--- src/rtl/fault_srq_pkg.sv ---
package fault_srq_pkg;
    typedef enum logic [2:0] {
        SQ_IDLE,
        SQ_BANG,
        SQ_TENS,
        SQ_ONES,
        SQ_CR
    } sq_state_e;

    localparam logic [7:0] CH_BANG = 8'h21;
    localparam logic [7:0] CH_CR   = 8'h0D;
    localparam logic [7:0] CH_ZERO = 8'h30;

    function automatic logic [7:0] to_ascii(input int unsigned d);
        return 8'(32'(CH_ZERO) + d);
    endfunction
endpackage

--- src/rtl/flt_capture.sv ---
module flt_capture #(
    parameter int FLT_W = 8
) (
    input  logic             clk,
    input  logic             rst_n,
    input  logic [FLT_W-1:0] cond_i,
    input  logic             mask_wr_i,
    input  logic [FLT_W-1:0] mask_data_i,
    input  logic             rd_i,
    input  logic             clr_i,
    output logic [FLT_W-1:0] evt_o,
    output logic             change_o
);
    logic [FLT_W-1:0] cond_q, cond_prev_q, mask_q, evt_q;
    logic [FLT_W-1:0] hits, base;

    always_comb begin
        hits = cond_q & mask_q;
        base = (rd_i || clr_i) ? '0 : evt_q;
    end

    always_ff @(posedge clk or negedge rst_n) begin
        if (!rst_n) begin
            cond_q      <= '0;
            cond_prev_q <= '0;
            mask_q      <= '0;
            evt_q       <= '0;
        end else begin
            cond_q      <= cond_i;
            cond_prev_q <= cond_q;
            if (mask_wr_i) mask_q <= mask_data_i;
            evt_q       <= base | hits;
        end
    end

    assign evt_o    = evt_q;
    assign change_o = |((cond_q ^ cond_prev_q) & mask_q);

    // without a clear, no set bit drops
    a_r3_sticky: assert property (@(posedge clk) disable iff (!rst_n)
        !(rd_i || clr_i) |=> ((evt_q & $past(evt_q)) == $past(evt_q)));
    // newly set bits are always enabled bits
    a_r4_masked: assert property (@(posedge clk) disable iff (!rst_n)
        1'b1 |=> ((evt_q & ~$past(evt_q) & ~$past(mask_q)) == '0));
    // clear with no live hit empties the register
    a_r6_clear: assert property (@(posedge clk) disable iff (!rst_n)
        (clr_i && hits == '0) |=> evt_q == '0);
    // a live hit survives a simultaneous clear
    a_r7_set_wins: assert property (@(posedge clk) disable iff (!rst_n)
        (rd_i || clr_i) |=> ((evt_q & $past(hits)) == $past(hits)));
endmodule

--- src/rtl/addr_digits.sv ---
module addr_digits #(
    parameter int ADDR_W   = 7,
    parameter int ADDR_MAX = 99
) (
    input  logic [ADDR_W-1:0] addr_i,
    output logic [7:0]        tens_o,
    output logic [7:0]        ones_o
);
    import fault_srq_pkg::*;

    int unsigned clamped;

    always_comb begin
        clamped = 32'(addr_i);
        if (clamped > ADDR_MAX) clamped = ADDR_MAX;
        tens_o = to_ascii(clamped / 10);
        ones_o = to_ascii(clamped % 10);
    end
endmodule

--- src/rtl/srq_sender.sv ---
module srq_sender (
    input  logic       clk,
    input  logic       rst_n,
    input  logic       change_i,
    input  logic [7:0] tens_i,
    input  logic [7:0] ones_i,
    input  logic       tx_ready_i,
    output logic       tx_valid_o,
    output logic [7:0] tx_data_o
);
    import fault_srq_pkg::*;

    sq_state_e  state_q, state_d;
    logic       pend_q, pend_d;
    logic [7:0] tens_q, ones_q;

    always_comb begin
        state_d = state_q;
        pend_d  = change_i | (pend_q & (state_q != SQ_IDLE));
        unique case (state_q)
            SQ_IDLE: if (pend_q)     state_d = SQ_BANG;
            SQ_BANG: if (tx_ready_i) state_d = SQ_TENS;
            SQ_TENS: if (tx_ready_i) state_d = SQ_ONES;
            SQ_ONES: if (tx_ready_i) state_d = SQ_CR;
            SQ_CR:   if (tx_ready_i) state_d = SQ_IDLE;
            default:                 state_d = SQ_IDLE;
        endcase
    end

    always_ff @(posedge clk or negedge rst_n) begin
        if (!rst_n) begin
            state_q <= SQ_IDLE;
            pend_q  <= 1'b0;
            tens_q  <= CH_ZERO;
            ones_q  <= CH_ZERO;
        end else begin
            state_q <= state_d;
            pend_q  <= pend_d;
            if (state_q == SQ_IDLE && pend_q) begin
                tens_q <= tens_i;
                ones_q <= ones_i;
            end
        end
    end

    always_comb begin
        tx_valid_o = 1'b1;
        unique case (state_q)
            SQ_IDLE: begin tx_valid_o = 1'b0; tx_data_o = 8'h00; end
            SQ_BANG: tx_data_o = CH_BANG;
            SQ_TENS: tx_data_o = tens_q;
            SQ_ONES: tx_data_o = ones_q;
            SQ_CR:   tx_data_o = CH_CR;
            default: begin tx_valid_o = 1'b0; tx_data_o = 8'h00; end
        endcase
    end

    // stalled byte is held
    a_r10_hold: assert property (@(posedge clk) disable iff (!rst_n)
        (tx_valid_o && !tx_ready_i) |=> (tx_valid_o && $stable(tx_data_o)));
    // every frame opens with '!'
    a_r8_start: assert property (@(posedge clk) disable iff (!rst_n)
        $rose(tx_valid_o) |-> tx_data_o == CH_BANG);
    // ones byte is a decimal digit
    a_r8_digit: assert property (@(posedge clk) disable iff (!rst_n)
        (state_q == SQ_ONES) |-> (tx_data_o >= 8'h30 && tx_data_o <= 8'h39));
    // a pending request is kept while a frame runs
    a_r11_keep: assert property (@(posedge clk) disable iff (!rst_n)
        (pend_q && state_q != SQ_IDLE) |=> pend_q);
endmodule

--- src/rtl/fault_srq_top.sv ---
module fault_srq_top #(
    parameter int FLT_W    = 8,
    parameter int ADDR_W   = 7,
    parameter int ADDR_MAX = 99
) (
    input  logic              clk,
    input  logic              rst_n,
    input  logic [FLT_W-1:0]  cond_i,
    input  logic              mask_wr_i,
    input  logic [FLT_W-1:0]  mask_data_i,
    input  logic              evt_rd_i,
    input  logic              clr_i,
    input  logic [ADDR_W-1:0] addr_i,
    output logic [FLT_W-1:0]  evt_data_o,
    output logic              tx_valid_o,
    output logic [7:0]        tx_data_o,
    input  logic              tx_ready_i
);
    logic       change;
    logic [7:0] tens, ones;

    flt_capture #(.FLT_W(FLT_W)) u_capture (
        .clk         (clk),
        .rst_n       (rst_n),
        .cond_i      (cond_i),
        .mask_wr_i   (mask_wr_i),
        .mask_data_i (mask_data_i),
        .rd_i        (evt_rd_i),
        .clr_i       (clr_i),
        .evt_o       (evt_data_o),
        .change_o    (change)
    );

    addr_digits #(.ADDR_W(ADDR_W), .ADDR_MAX(ADDR_MAX)) u_digits (
        .addr_i (addr_i),
        .tens_o (tens),
        .ones_o (ones)
    );

    srq_sender u_sender (
        .clk        (clk),
        .rst_n      (rst_n),
        .change_i   (change),
        .tens_i     (tens),
        .ones_i     (ones),
        .tx_ready_i (tx_ready_i),
        .tx_valid_o (tx_valid_o),
        .tx_data_o  (tx_data_o)
    );

    // idle transmit port out of reset
    a_r1_idle: assert property (@(posedge clk) disable iff (!rst_n)
        $rose(rst_n) |-> !tx_valid_o);
endmodule

--- config.mk ---
export PLATFORM = sky130hd
export DESIGN_NAME = fault_srq_top
export DESIGN_NICKNAME = d
export VERILOG_FILES = /design/src/rtl/fault_srq_pkg.sv /design/src/rtl/flt_capture.sv /design/src/rtl/addr_digits.sv /design/src/rtl/srq_sender.sv /design/src/rtl/fault_srq_top.sv
export SDC_FILE = /design/constraint.sdc
export NUM_CORES = 1
export LEC_CHECK = 0
export BUFFER_PORTS_ARGS = -buffer_cell sky130_fd_sc_hd__buf_2
export CELL_PAD_IN_SITES_DETAIL_PLACEMENT = 2
export CELL_PAD_IN_SITES_GLOBAL_PLACEMENT = 2
export CORE_ASPECT_RATIO = 0.75
export CORE_MARGIN = 1
export CORE_UTILIZATION = 40
export CTS_CLUSTER_DIAMETER = 40
export DETAILED_ROUTE_END_ITERATION = 6
export GPL_TIMING_DRIVEN = 0
export PLACE_DENSITY_LB_ADDON = 0.1
export SYNTH_ARGS = -nofsm -noshare
export SYNTH_HDL_FRONTEND = slang
export SYNTH_HIERARCHICAL = 1
export SYNTH_SLANG_ARGS = --single-unit
--- constraint.sdc ---
create_clock -name clk -period 2.9 [get_ports clk]
set_input_delay 0 -clock clk [delete_from_list [all_inputs] [get_ports clk]]
set_output_delay 0 -clock clk [all_outputs]
set_load 0.02 [all_outputs]
==> results of run 1 <==
==> metrics by stage <==
stage          utilization  TNS (ns)  setup slack (ns)
6_report             0.596     -5.91             -1.28
5_1_grt              0.596     -6.28             -1.36
4_1_cts              0.566     -2.83            -0.928
3_5_place_dp         0.485     -7.87             -1.67
3_3_place_gp         0.485     -7.80             -1.68
2_1_floorplan            -     -2.64             -1.02
==> worst max path at each step <==
stage                                           to  slack [ns]
floorplan           u_sender/ones_q[6]$_DFFE_PN0P_       -1.02
global placement    u_sender/ones_q[6]$_DFFE_PN0P_       -1.68
detailed placement  u_sender/ones_q[6]$_DFFE_PN0P_       -1.67
CTS                 u_sender/ones_q[6]$_DFFE_PN0P_       -0.93
global route        u_sender/ones_q[6]$_DFFE_PN0P_       -1.36
finish              u_sender/ones_q[6]$_DFFE_PN0P_       -1.28
==> repair_timing <==
item | CTS | global route
gates resized for setup | 26 | 20
setup endpoints to repair | 8 | 8
hold buffers | 24 | 1
buffers inserted | 19 | 14
hold endpoints to repair | 66 | 1
pin swaps | 19 | 19
==> cells in the mapped netlist, drive strengths merged (2+ instances only) <==
library cell | count | area [µm²]
conb | 2 | 7.51
dfrtp | 48 | 1200
nand3 | 5 | 25.0
o32a | 2 | 21.3
a211oi | 4 | 40.0
mux2 | 27 | 345
nand2 | 15 | 56.3
ha | 6 | 75.1
clkbuf | 3 | 11.3
or3 | 2 | 17.5
and2 | 2 | 12.5
nor2 | 21 | 110
a22oi | 6 | 45.0
a21o | 7 | 55.1
a31oi | 4 | 25.0
o31ai | 2 | 28.8
o211ai | 2 | 15.0
a22o | 9 | 80.1
nand2b | 7 | 43.8
xnor2 | 13 | 114
xor2 | 8 | 70.1
o22ai | 7 | 43.8
o21a | 2 | 15.0
o211a | 3 | 30.0
mux2i | 8 | 80.1
buf | 14 | 120
o21bai | 2 | 15.0
o21ai | 13 | 65.1
inv | 8 | 30.0
nor3 | 5 | 25.0
dfstp | 4 | 105
a21oi | 11 | 55.1
or2 | 2 | 12.5
and3 | 3 | 18.8
==> cells by family after synthesis <==
kind of cell	Yosys count
adder cells (fa/ha/maj)	7
flip-flops	52
other	2
multiplexers	35
buffers and inverters	25
XOR/XNOR	21
AND/OR/NAND/NOR	65
AO/OA/AOI/OAI	84
==> power breakdown <==
group	total, mW	switching, mW	internal, mW
clock	0.532	0.274	0.257
sequential	1.09	0.172	0.916
combinational	1.91	1.07	0.844
total	3.53	1.52	2.02
==> per-layer routing <==
metal  vias to the layer above  part of all wire  GRT usage
met5                         -                 0          0
li1                       1283                 -          -
met3                        48             0.058     0.0534
met2                       142              0.51      0.603
met4                         0             0.035      0.107
met1                      1578              0.40      0.423
==> flip-flops by register name (all words and copies together) (netlist names) <==
signal	cells
u_sender/pend_q	1
u_sender/state_q	3
u_capture/cond_q	8
u_capture/evt_o	8
u_sender/ones_q	8
u_capture/mask_q	8
u_capture/cond_prev_q	8
u_sender/tens_q	8
==> critical path, stage by stage <==
cell	delay (ns)
sky130_fd_sc_hd__buf_8	0.07
sky130_fd_sc_hd__buf_6	0.11
sky130_fd_sc_hd__a21oi_2	0.06
sky130_fd_sc_hd__ha_2	0.21
sky130_fd_sc_hd__and4bb_1	0.21
sky130_fd_sc_hd__buf_4	0.18
sky130_fd_sc_hd__a211oi_1	0.46
sky130_fd_sc_hd__o21ai_1	0.22
sky130_fd_sc_hd__o211a_1	0.18
sky130_fd_sc_hd__or2_4	0.26
sky130_fd_sc_hd__buf_4	0.14
sky130_fd_sc_hd__buf_4	0.16
sky130_fd_sc_hd__o41ai_1	0.45
sky130_fd_sc_hd__a22oi_1	0.18
sky130_fd_sc_hd__o22ai_2	0.32
sky130_fd_sc_hd__nand2b_1	0.17
sky130_fd_sc_hd__xnor2_1	0.26
sky130_fd_sc_hd__ha_4	0.23
sky130_fd_sc_hd__xnor2_2	0.06
sky130_fd_sc_hd__xnor2_1	0.16
sky130_fd_sc_hd__mux2_4	0.28
==> cells in the final DEF (no fill, tap or decap), types with 4 or more instances in the layout <==
master,Yosys,routed
sky130_fd_sc_hd__clkbuf_1,3,4
sky130_fd_sc_hd__nand2b_1,7,5
sky130_fd_sc_hd__clkbuf_8,0,5
sky130_fd_sc_hd__a21oi_1,11,7
sky130_fd_sc_hd__mux2_2,16,15
sky130_fd_sc_hd__buf_2,5,42
sky130_fd_sc_hd__buf_6,4,5
sky130_fd_sc_hd__o22ai_1,7,4
sky130_fd_sc_hd__mux2_4,11,12
sky130_fd_sc_hd__nor3_1,5,4
sky130_fd_sc_hd__a21o_1,5,4
sky130_fd_sc_hd__conb_1,2,4
sky130_fd_sc_hd__dlygate4sd3_1,0,25
sky130_fd_sc_hd__a22o_1,8,8
sky130_fd_sc_hd__xor2_1,8,8
sky130_fd_sc_hd__buf_4,4,38
sky130_fd_sc_hd__nor2_1,18,15
sky130_fd_sc_hd__a22oi_1,6,6
sky130_fd_sc_hd__mux2i_1,8,7
sky130_fd_sc_hd__xnor2_1,13,10
sky130_fd_sc_hd__dfrtp_1,48,48
sky130_fd_sc_hd__o21ai_0,10,7
sky130_fd_sc_hd__dfstp_2,4,4
sky130_fd_sc_hd__a21oi_2,0,4
sky130_fd_sc_hd__nand2_1,15,15
==> layout make-up <==
cell class / instances / area, µm²
Buffer: 16 / 145
Clock buffer: 6 / 72.6
Clock inverter: 2 / 35.0
Fill cell: 702 / 3030
Inverter: 8 / 37.5
Multi-Input combinational cell: 216 / 2010
Sequential cell: 52 / 1310
Tap cell: 101 / 126
Timing Repair Buffer: 101 / 733
==> results.txt, run 1 <==
- WS Path Type: primary input to flip-flop
* Die height: 78.9 µm
- Count of different cell masters after synthesis: 63
- The clock tree synthesis step divided the H-tree into 2 levels.
- # placed instances: 437
* Simple-Gate Fraction of Synth Area: 0.110
- FP Rows: 27
- Peak supply drop: around 490 µV
- The number of pins with negative max-slew slack in the final report was 0.
- Antenna diode instance count: 0
- Post-route cell area: 4470 µm²
- For this block, the initial DRC count from the detailed router was 224.
- Sequential share of the synthesized area: 0.414
- The design draws between 3 and 4 mW.
- Sink count of the clock tree: 52
- Iteration count of the initial detailed-routing pass: 5
* Instance area at placement: 3630 µm²
* Core outline area: about 7500 µm²
- Required time of the critical path: 3.10 ns
- Worst Clk Skew: 0.0142 ns
* Critical path startpoint: addr_i[5]
- Relative slew slack: 0.155
* Global-route wire length before repair: 20400 µm
- Root buffer cell: sky130_fd_sc_hd__clkbuf_8
- Async set or reset register ratio after synthesis: 1.00
- Post-synthesis register bit count: 52
- The worst hold path was traced through 3 stages.
- Worst-path fanout max: 8
- In the post-route analysis, the smallest setup slack over all paths is -1.28 ns.
- Full die area: 8250 µm²
- The via count of the first global-routing pass came to 3253.
* RR Startpoint: u_sender/state_q[2]$_DFFE_PN0P_
* Die span in x: 105 µm
- Initial antenna violation count: 0
* Worst reg2reg path endpoint: u_sender/ones_q[6]$_DFFE_PN0P_
* Fraction of layout cells with a size suffix above 1: 0.464
- In this run the count of I/O pins placed on the die edge is 46.
* Non-filler cells in the finished layout: 502
- The number of cells on the worst reg-to-reg path is 5.
- Setup repair after global routing could not meet its margin everywhere.
- Synth Warn #: 6
* Global placement routability congestion: 0.782
- Failing checks: setup timing
* Cell Area, Synth: around 3200 µm²
- Path type of the worst min-delay path: primary input to flip-flop
- The most used flip-flop cell after synthesis is sky130_fd_sc_hd__dfrtp_1.
* Slack of the worst reg-to-reg path: ~1.1 ns
- The routed design has 15900 µm of wire.
- Overall via count from detail_route: 3051
- Clock tree from TritonCTS: done
* Mean cell area of the mapped netlist: approximately 11 µm²
* Clock tree buffer depth: 2
* Type of destination of the critical path: flip-flop
- Share of synthesized area spent on multiplexers: 0.135
- In this run, synthesis inferred 0 flip-flops with an integrated enable.
* Post-synthesis compound-gate area fraction: 0.203
- The tightest hold path in the finished design has a slack of 0.0685 ns.
* Clock latency at the later pin of the worst-skew pair: 0.32 ns
- By area, the combinational part of the netlist is dominated by compound AO/OA/AOI/OAI gates.
- Maximum number of pins on one net before global-route repair: 53
- Synthesis handed over a netlist of 291 instances.
- Of the total synthesized cell area, the portion taken by full adders, half adders and majority gates is 0.0270.
* CP startpoint kind: primary input
* Total power per unit cell area: 791 nW/µm²
- The smallest clock period supported by the final layout is computed as around 4.2 ns.
- Detailed placement ended at an HPWL of roughly 6700 µm.
- Setup violations remaining at the end of the flow were counted as 8.
- Max-Cap Viols: 0
- Post-DR wirelength/cell: roughly 32 µm
* Final count of hold timing violations: 0
- Number of nets in the layout: between 400 and 500
- For the pin with the worst max-slew slack, the measured transition is between 1 and 1.5 ns.
- For hold timing, the worst endpoint is u_sender/ones_q[0]$_DFFE_PN0P_.
* Effective utilization at floorplan: 0.421
- The count of nets left with antenna violations once routing finished came out at 0.
- Clk pin slew, worst setup/hold paths: between 0.1 and 0.15 ns
* Start point of the worst min-delay path: addr_i[0]
- Area share of xor/xnor cells in the synthesized design: 0.0583
* Synthesis-to-finish area growth: 41.6%
- In the global route stage, overall resource usage came out at 0.339.
- DRC violation count after routing: 0
- Post-DR vias/cell: just over 6
- The run finished, with violations left.
- For this design the static power due to leakage is 2.00 nW.
* Worst EP arrival: 4.38 ns
* Final cycle utilization of the critical path: 1.44
- Port Buffer Count: 43
- Buffers inserted during clock tree synthesis total 5.
- Derived from the worst setup path, the maximum achievable clock frequency is 0.239 GHz.
- Global routing finished with a remaining overflow of 0.
Power figures use the tool's default switching activity.
==> run 2, diff against run 1 <==
RECOVER_POWER = 50   (was unset)
==> run 2 against run 1 <==
Compared with the run above:
- the flow still finishes with violations (setup timing)
- global-route usage unchanged
- register-to-register slack worse by 0.16 ns
- setup slack better by 0.0030 ns
- critical path depth unchanged
- sequential share of layout area up 0.17 points
- routed wire length about the same
- cell area down 0.59%
- largest power group unchanged
- total power down 0.33%
- final cell count unchanged
- combinational power about the same
- non-clock buffer count unchanged
- count of clock-buffer cells in the layout unchanged
==> results.txt, run 2 (synthesis results as in run 1) <==
* Outcome: finished, violations left
* Failing checks: setup timing
- Flip-flop and latch area: 1310 µm² (unchanged)
- Setup repair after global routing could not meet its margin everywhere.
- Global-route met1 utilization: 0.423 (unchanged)
* Worst reg-to-reg path cell count: 5 (unchanged)
- Kind of cell adding the most delay to the critical path: compound AO/OA/AOI/OAI gates
- The total of endpoints with negative setup slack in the final report came to 8 (unchanged).
- The clock edge transition at the registers on the reported setup and hold paths is 0.12 ns (about the same).
* Hold_ws: 0.0693 ns (+0.000842 ns)
- The number of nets still failing antenna checks after routing came to 0 (unchanged).
- The reported net switching power came to 1.52 mW (about the same).
* Path type of the worst min-delay path: primary input to flip-flop
* Clock latency at the later pin of the worst-skew pair: 0.32 ns (about the same)
- Number of nets in the layout: 435 (unchanged)
- Final total power: 3.52 mW (-0.33%)
- The relative contribution of sequential cells to total power was 0.309 (about the same).
- The time the final worst path needs with I/O delays and setup is 4.18 ns (-0.00296 ns).
- Worst Clk Skew: 0.0142 ns (+0.0000304 ns)
- Required time of the critical path: 3.10 ns (about the same)
- The worst hold path begins at addr_i[0].
- The final wirelength is 15900 µm (about the same).
- The deepest level of the CTS H-tree is 2 (unchanged).
- Root buffer cell: sky130_fd_sc_hd__clkbuf_8
* Worst Tran Pin Value: 1.41 ns (+0.141 ns)
* Maximum number of pins on one net before global-route repair: 53 (unchanged)
- Design internal power: 2.00 mW (-0.61%)
- The library cell used most frequently in the layout, excluding fill and tap cells, is sky130_fd_sc_hd__dfrtp_1.
- For this design, the slowest cell found on the critical path is sky130_fd_sc_hd__a211oi_1.
- The count of boundary I/O pins was 46 (unchanged).
- Inserted Clock Buffers: 5 (unchanged)
- The global-route wire length before repair is 20400 µm (unchanged).
- Global Route met2 Usage: 0.603 (unchanged)
- Combinational cell fraction of total power: 0.540 (-0.002)
- Post-DR wirelength/cell: 31.7 µm (about the same)
* WS Path Type: primary input to flip-flop
* Worst-path fanout max: 8 (unchanged)
- Antenna diode instance count: 0 (unchanged)
- The share of post-route cells with drive strength above 1 is 0.434 (-0.0299).
- Relative slew slack: 0.0612 (-0.0940)
- Port Buffer Count: 43 (unchanged)
- DRC violation count after routing: 0 (unchanged)
- Met3 usage: 0.0534 (unchanged)
- Relative to the synthesized area, the layout overhead comes to 40.8%.
- The area inside the core boundary is 7500 µm² (unchanged).
- The area of the die came to 8250 µm² (unchanged).
- Switching Share: 0.431 (+0.00157)
- Initial antenna violation count: 0 (unchanged)
- Endpoint, Worst Hold: u_sender/ones_q[0]$_DFFE_PN0P_
* FP Rows: 27 (unchanged)
- Area of the multi-input gates: 2010 µm² (unchanged)
- Reported leakage power: 1.96 nW (-2.0%)
* Die span in x: 105 µm (unchanged)
- Hold Path Stages: 3 (unchanged)
- The height of the die was 78.9 µm (unchanged).
- The number of filler instances in the final layout was 711 (+1.3%).
- The part of the cycle the worst path needs is 1.44 (about the same).
- Total power per unit cell area: 793 nW/µm² (+0.26%)
* Most used cells in the layout excluding fill and tap cells: sky130_fd_sc_hd__dfrtp_1, sky130_fd_sc_hd__buf_4, sky130_fd_sc_hd__buf_2
- Busiest layer in global routing: met2
- The final hold violation count came to 0 (unchanged).
- Delay of the slowest cell on the worst path: 0.47 ns (about the same)
- The startpoint identified for the worst register-to-register timing path is u_sender/state_q[2]$_DFFE_PN0P_.
- Effective utilization at floorplan: 0.421 (unchanged)
* Achievable frequency: 0.239 GHz (about the same)
- The worst setup path is captured at a flip-flop.
* Post-detailed-placement half-perimeter wirelength: 6660 µm (unchanged)
* Overall via count from detail_route: 3048 (-0.098%)
* Iteration count of the initial detailed-routing pass: 4 (-1)
* Worst EP arrival: 4.38 ns (about the same)
* Post-DR vias/cell: 6.07 (about the same)
* Most Frequent Cell on Critical Path: sky130_fd_sc_hd__buf_4
- The maximum root-to-sink buffer count was 2 (unchanged).
- Final Slew Violations: 0 (unchanged)
- The DRC marker count from the first detailed-route iteration is 221 (-1.3%).
* Global placement routability congestion: 0.782 (unchanged)
* Number of global-route vias before repair: 3253 (unchanged)
- Worst setup margin: -1.28 ns (+0.00296 ns)
- The worst register-to-register path ends at u_sender/ones_q[6]$_DFFE_PN0P_.
* Peak supply drop: 493 µV (-0.38%)
- Max-Cap Viols: 0 (unchanged)
- TritonCTS built the clock tree.
* Slack of the worst reg-to-reg path: 0.89 ns (-0.16 ns)
- Worst path depth: 21 (unchanged)
- The worst setup path is launched from a primary input.
* Sink count of the clock tree: 52 (unchanged)
* Total routing resource utilization after global routing: 0.339 (unchanged)
* GR Overflow Total: 0 (unchanged)
- The clock network power share is 0.151 (about the same).
* Cells along the critical path: buf_8 -> buf_6 -> a21oi_2 -> ha_2 -> and4bb_1 -> buf_4 -> a211oi_1 -> o21ai_1 -> o211a_1 -> or2_4 -> buf_4 -> buf_4 -> o41ai_1 -> a22oi_1 -> o22ai_2 -> nand2b_1 -> xnor2_1 -> ha_4 -> xnor2_2 -> xnor2_1 -> mux2_4
- The number of buffers and inverters on the critical path is 5 (unchanged).
[run 2: what timing repair did]
action | CTS | global route
gates resized for setup | 26 | 20
setup buffers | 19 | 14
pin swaps | 19 | 19
gates cloned | 0 | 0
hold buffers | 24 | 1
endpoints found under the setup margin | 8 | 8
hold endpoints to repair | 66 | 1
[run 2: per-layer routing]
layer  wire length (µm)  share of wire
met3                944          0.059
met4                507          0.032
met2               8120           0.51
met1               6360           0.40
met5                  0              0
[run 2: how the worst max path moves through the flow]
stage	start	to	slack (ns)
4_1_cts	addr_i[5]	u_sender/ones_q[6]$_DFFE_PN0P_	-0.93
3_5_place_dp	addr_i[6]	u_sender/ones_q[6]$_DFFE_PN0P_	-1.67
6_report	addr_i[5]	u_sender/ones_q[6]$_DFFE_PN0P_	-1.28
5_1_grt	addr_i[5]	u_sender/ones_q[6]$_DFFE_PN0P_	-1.36
3_3_place_gp	addr_i[6]	u_sender/ones_q[6]$_DFFE_PN0P_	-1.68
2_1_floorplan	addr_i[4]	u_sender/ones_q[6]$_DFFE_PN0P_	-1.02
[run 2: layout make-up]
cell class                 count  share of cell area
timing repair buffer         101               0.163
clock buffer                   6              0.0163
inverter                       8             0.00845
buffer                        16              0.0293
sequential                    52               0.294
clock inverter                 2             0.00789
multi-input combinational    216               0.453
tap                          101              0.0285
[run 2: worst reg2reg max path, delay by kind of cell, from the launching register on]
kind	cells	cell delay, ns
muxes	1	0.33
DFF	1	0.40
and+or+nand+nor	2	0.71
buffers and inverters	2	0.45
[run 2: power groups by stage]
stage	clock network (mW)	logic, mW	registers [mW]
finish	0.530	1.90	1.09
global route	0.558	1.95	1.09
CTS	0.505	1.60	1.04
detailed placement	0	1.44	1.05
global placement	0	1.39	1.04
floorplan	0	1.09	1.02
[run 2: metrics by stage]
stage / instance area (µm²) / setup slack (ns) / std cells / util / setup TNS [ns]
final: 4440 / -1.28 / 502 / 0.592 / -5.97
after global routing: 4440 / -1.36 / 502 / 0.592 / -6.28
after CTS: 4250 / -0.928 / 488 / 0.566 / -2.83
after detailed placement: 3630 / -1.67 / 437 / 0.485 / -7.87
after global placement: 3630 / -1.68 / 437 / 0.485 / -7.80
after floorplan: 3290 / -1.02 / 293 / - / -2.64
==> run 3, diff against run 2 <==
BUFFER_PORTS_ARGS = -buffer_cell sky130_fd_sc_hd__clkbuf_2   (was -buffer_cell sky130_fd_sc_hd__buf_2)
CORE_ASPECT_RATIO = 0.5   (was 0.75)
==> run 3 against run 2 <==
Compared with the run above:
- the flow now stops in global routing
- synthesized cell count did not move
- synthesized area did not move
==> results.txt, run 3 <==
* Outcome: stopped before the end
- Fail Step: global routing
- The first error in the log reads "[ERROR DPL-0033] detailed placement checks failed during check placement".
* Cell Area, Synth: 3160 µm² (unchanged)
* Post-synthesis instance total: 291 (unchanged)
- The mean post-synth cell area came to 10.8 µm² (unchanged).
* Global placement routability congestion: 0.848 (+8.4%)
- The HPWL after detailed placement is 6780 µm (+1.9%).
- The maximum root-to-sink buffer count is 2 (unchanged).
- After the last repair the worst path ends at a register input.
- The height of the die came to 64.8 µm (-18%).
* Root buffer cell: sky130_fd_sc_hd__clkbuf_16
- The count of boundary I/O pins came to 46 (unchanged).
- For this run, the leading register cell type out of synthesis is sky130_fd_sc_hd__dfrtp_1.
* Library cell with the highest instance count after synthesis: sky130_fd_sc_hd__dfrtp_1
- The quantity of I/O buffers inserted on ports was 43 (unchanged).
- Initial antenna violation count: 0
* Post-synthesis register bit count: 52 (unchanged)
* Synth top area cells: sky130_fd_sc_hd__dfrtp_1, sky130_fd_sc_hd__mux2_2, sky130_fd_sc_hd__mux2_4, sky130_fd_sc_hd__xnor2_1, sky130_fd_sc_hd__dfstp_2
- Sequential share of the synthesized area: 0.414 (unchanged)
- Entering global routing, the biggest net connects 53 pins.
- The placement row count came to 22 (-19%).
* Async set or reset register ratio after synthesis: 1.00 (unchanged)
* Worst-slack endpoint at the end of global-route timing repair: u_sender/ones_q[6]$_DFFE_PN0P_/D
- Biggest area consumer among synthesized cells: sky130_fd_sc_hd__dfrtp_1
- By count the netlist is led by sky130_fd_sc_hd__dfrtp_1, sky130_fd_sc_hd__nor2_1, sky130_fd_sc_hd__mux2_2, sky130_fd_sc_hd__nand2_1, sky130_fd_sc_hd__xnor2_1.
- DP Worst Slack: -1.84 ns (-0.176 ns)
* Area share of the largest cell type after synthesis: 0.381 (unchanged)
- Sink count of the clock tree: 52 (unchanged)
* Synth Warn #: 6 (unchanged)
- Effective utilization at floorplan: 0.421 (+0.000703)
- H-tree depth: 2 (unchanged)
- The count of unique library cells instantiated by Yosys came to 63 (unchanged).
- Die span in x: 128 µm (+22%)
- The number of buffers added by the clock tree synthesis step was 5 (unchanged).
- The number of enable-type register cells in the synthesized netlist was 0 (unchanged).
run 3: cell counts after synthesis:
No cell type changed its count.
run 3: timing repair:
action	in CTS
pin swaps	18
endpoints found under the setup margin	8
setup buffers	22
gates resized for setup	27
hold endpoints to repair	18
hold buffers	17
run 3: through the flow:
step	instance area [µm²]	cells	setup TNS (ns)
4_1_cts	4260	491	-3.06
3_3_place_gp	3640	444	-7.51
3_5_place_dp	3640	444	-8.72
2_1_floorplan	3290	293	-2.64
run 3: kinds of logic after synthesis:
logic type               count (synthesis)  share of synthesized area
adder cells (fa/ha/maj)                  7                     0.0270
buffers and inverters                   25                     0.0511
multiplexers                            35                      0.135
flip-flops                              52                      0.414
AO/OA/AOI/OAI                           84                      0.203
XOR/XNOR                                21                     0.0583
other                                    2                    0.00238
AND/OR/NAND/NOR                         65                      0.110
==> run 4, diff against run 3 <==
CELL_PAD_IN_SITES_DETAIL_PLACEMENT = unset   (was 2)
CELL_PAD_IN_SITES_GLOBAL_PLACEMENT = unset   (was 2)
CORE_ASPECT_RATIO = unset   (was 0.5)
CTS_CLUSTER_DIAMETER = unset   (was 40)
PLACE_DENSITY_LB_ADDON = 0.15   (was 0.1)
==> run 4 against run 3 <==
Compared with the run above:
- the flow now finishes, with violations (capacitance limit, slew limit, setup timing)
==> results.txt, run 4 (synthesis results as in run 1) <==
- The run finished, with violations left.
- Failing checks: capacitance limit, slew limit, setup timing
- Port Buffer Count: 43 (unchanged)
- The worst hold path begins at addr_i[0].
- Worst setup margin: -0.926 ns
- At the worst endpoint, the required time is approximately 3.1 ns.
* Worst Clk Skew: 0.00472 ns
- Relative to the synthesized area, the layout overhead comes to 40.8%.
- The largest single stage delay on the critical path is 0.28 ns.
- Sink count of the clock tree: 52 (unchanged)
* Path type of the worst min-delay path: primary input to flip-flop
- Number of nets in the layout: 433
* Worst reg-to-reg path cell count: 5
- Across every metal layer, demand over resource in global routing totals 0.179.
* Worst-path fanout max: 4
- Hold_ws: 0.0576 ns
- For the pin with the worst max-slew slack, the measured transition is 1.81 ns.
- Of the available clock period, the critical path in the final layout requires 1.32.
* DP Worst Slack: -1.68 ns (+0.165 ns)
- In this run the critical register-to-register path is captured at u_sender/tens_q[1]$_DFFE_PN0P_.
- STA classifies the critical path endpoint as a flip-flop.
* Peak supply drop: ~280 µV
- # placed instances: 438 (-1.4%)
* Final Slew Violations: 44
* Clock tree from TritonCTS: done
- The global placement routability congestion is 0.885 (+4.4%).
- Effective utilization at floorplan: 0.410 (-0.0110)
- The height of the die came to 90.8 µm (+40%).
- The final hold violation count was 0.
- The tool flagged a number of max-cap violations equal to 1.
- Power comes to 3.09 mW.
- The worst hold path passes through 3 cells.
* Post-detailed-placement half-perimeter wirelength: 4940 µm (-27%)
* Inserted Clock Buffers: 5 (unchanged)
- Most common cell after layout, fill and taps aside: sky130_fd_sc_hd__dfrtp_1
- Die span in x: 90.8 µm (-29%)
- Across all register-to-register paths, the minimum setup slack is ~1.2 ns.
- Worst EP arrival: 4.01 ns
- Setup violations remaining at the end of the flow were counted as 4.
* Net switching power: 1.11 mW
* I/O pin cnt: 46 (unchanged)
- Non-filler cells in the finished layout: 501
- Instance area at placement: 3640 µm² (-0.21%)
* Root buffer cell: sky130_fd_sc_hd__clkbuf_8
- The via count of the first global-routing pass is 2505.
* Clock tree buffer depth: 2 (unchanged)
* Total power per unit cell area: between 600 and 700 nW/µm²
- Core outline area: 7690 µm²
- The smallest clock period supported by the final layout is computed as 3.83 ns.
- Overall via count from detail_route: 2611
- Iteration count of the initial detailed-routing pass: 5
- FP Rows: 32 (+45%)
* Area of the multi-input gates: 1980 µm²
* Clock latency at the later pin of the worst-skew pair: 0.30 ns
* Design internal power: 1.98 mW
- The deepest level of the CTS H-tree was 2 (unchanged).
- Full die area: 8250 µm²
- For this run, the share of the core covered by cells in the final layout is 0.578.
- Post-route cell area: 4440 µm²
- Relative slew slack: -0.206
- Leaving out fill and tap cells, the most frequent cells in the layout are sky130_fd_sc_hd__dfrtp_1, sky130_fd_sc_hd__clkbuf_2, sky130_fd_sc_hd__buf_4.
- In the final layout, the share of cells above drive strength 1 is 0.441.
- Cells along the critical path: clkbuf_16 -> buf_6 -> a21oi_4 -> ha_4 -> or2_4 -> ha_4 -> nand2b_4 -> o21a_4 -> o211a_1 -> or2_4 -> nor2_4 -> nand3_4 -> xnor2_4 -> ha_4 -> maj3_2 -> a21o_1 -> a31oi_2 -> nor3_1 -> a21oi_1 -> ha_2 -> xnor2_2 -> xnor2_1 -> mux2_4
* RR Startpoint: u_sender/state_q[2]$_DFFE_PN0P_
- After detailed routing, the average wire length per cell comes to 14.6 µm.
* GR Overflow Total: 0
* Most Frequent Cell on Critical Path: sky130_fd_sc_hd__ha_4
- Maximum number of pins on one net before global-route repair: 53
- For this block, the initial DRC count from the detailed router was between 100 and 150.
* Post-DR vias/cell: between 5 and 6
- Fill cells in the final layout number 667.
- For hold timing, the worst endpoint is u_sender/ones_q[0]$_DFFE_PN0P_.
- The share of total power dissipated in sequential elements is 0.333.
* Summed negative setup slack over all endpoints: -2.45 ns
- Summing all flip-flop and latch instances after layout gives 1310 µm².
- 0 antenna diodes ended up in the layout.
- Of the total power, combinational logic draws 0.505.
* Initial antenna violation count: 0
- Timing would allow up to 0.261 GHz.
* WS Path Type: primary input to flip-flop
- Of the total power, the clock network draws 0.161.
- Clock-pin slew was measured on the worst setup and hold paths at 0.09 ns.
* RSZ-0062 raised after global routing: true
* Switching Share: 0.359
- Post-detailed-routing wire length: 7300 µm
* Reported leakage power: around 2 nW
- Critical path's slowest cell: sky130_fd_sc_hd__or2_4
* Global-route wire length before repair: 12000 µm
* CP startpoint kind: primary input
- Count of antenna-violating nets left after detailed routing: 0
- In the routed design, unresolved DRC markers number 0.
==> run 4: worst max path at each step <==
stage | startpoint | slack, ns | to | cells after the start
final | addr_i[6] | -0.93 | u_sender/ones_q[6]$_DFFE_PN0P_ | 23
after global routing | addr_i[6] | -1.0 | u_sender/ones_q[6]$_DFFE_PN0P_ | 24
after CTS | addr_i[5] | -0.92 | u_sender/ones_q[6]$_DFFE_PN0P_ | 24
after detailed placement | addr_i[6] | -1.68 | u_sender/ones_q[6]$_DFFE_PN0P_ | 23
after global placement | addr_i[6] | -1.60 | u_sender/ones_q[6]$_DFFE_PN0P_ | 23
after floorplan | addr_i[4] | -1.02 | u_sender/ones_q[6]$_DFFE_PN0P_ | 24
==> run 4: power by group through the flow <==
stage               Sequential, mW  Combinational [mW]  Clock (mW)
global route                  1.05                1.68       0.544
detailed placement            1.04                1.38           0
finish                        1.03                1.56       0.499
CTS                           1.03                1.49       0.511
global placement              1.04                1.36           0
floorplan                     1.02                1.09           0
==> run 4: final cells by class <==
cell class                 count  area share
buffer                        15      0.0310
timing repair buffer         100       0.168
inverter                       8     0.00845
clock buffer                   6      0.0163
tap                          102      0.0287
multi-input combinational    216       0.445
sequential                    52       0.294
clock inverter                 2     0.00873
==> run 4: what timing repair did <==
action / in CTS / in global routing
gates resized for setup: 18 / 24
hold buffers: 26 / 0
buffers inserted: 17 / 14
cloned: 0 / 0
pin swaps: 8 / 18
endpoints found under the hold margin: 35 / 0
endpoints found under the setup margin: 8 / 8
==> run 4: critical path, delay by kind of cell <==
family | cells | cell delay, ns
multiplexers | 1 | 0.25
AND/OR/NAND/NOR | 6 | 0.98
buffers and inverters | 2 | 0.20
adder cells (fa/ha/maj) | 5 | 1.10
XOR/XNOR | 3 | 0.36
AO/OA/AOI/OAI | 6 | 1.12
==> run 4: routing by layer <==
metal / wire length (µm) / global-route usage
met5: 0 / 0
met4: 96 / 0.0582
met3: 267 / 0.0244
met2: 3460 / 0.275
met1: 3470 / 0.258
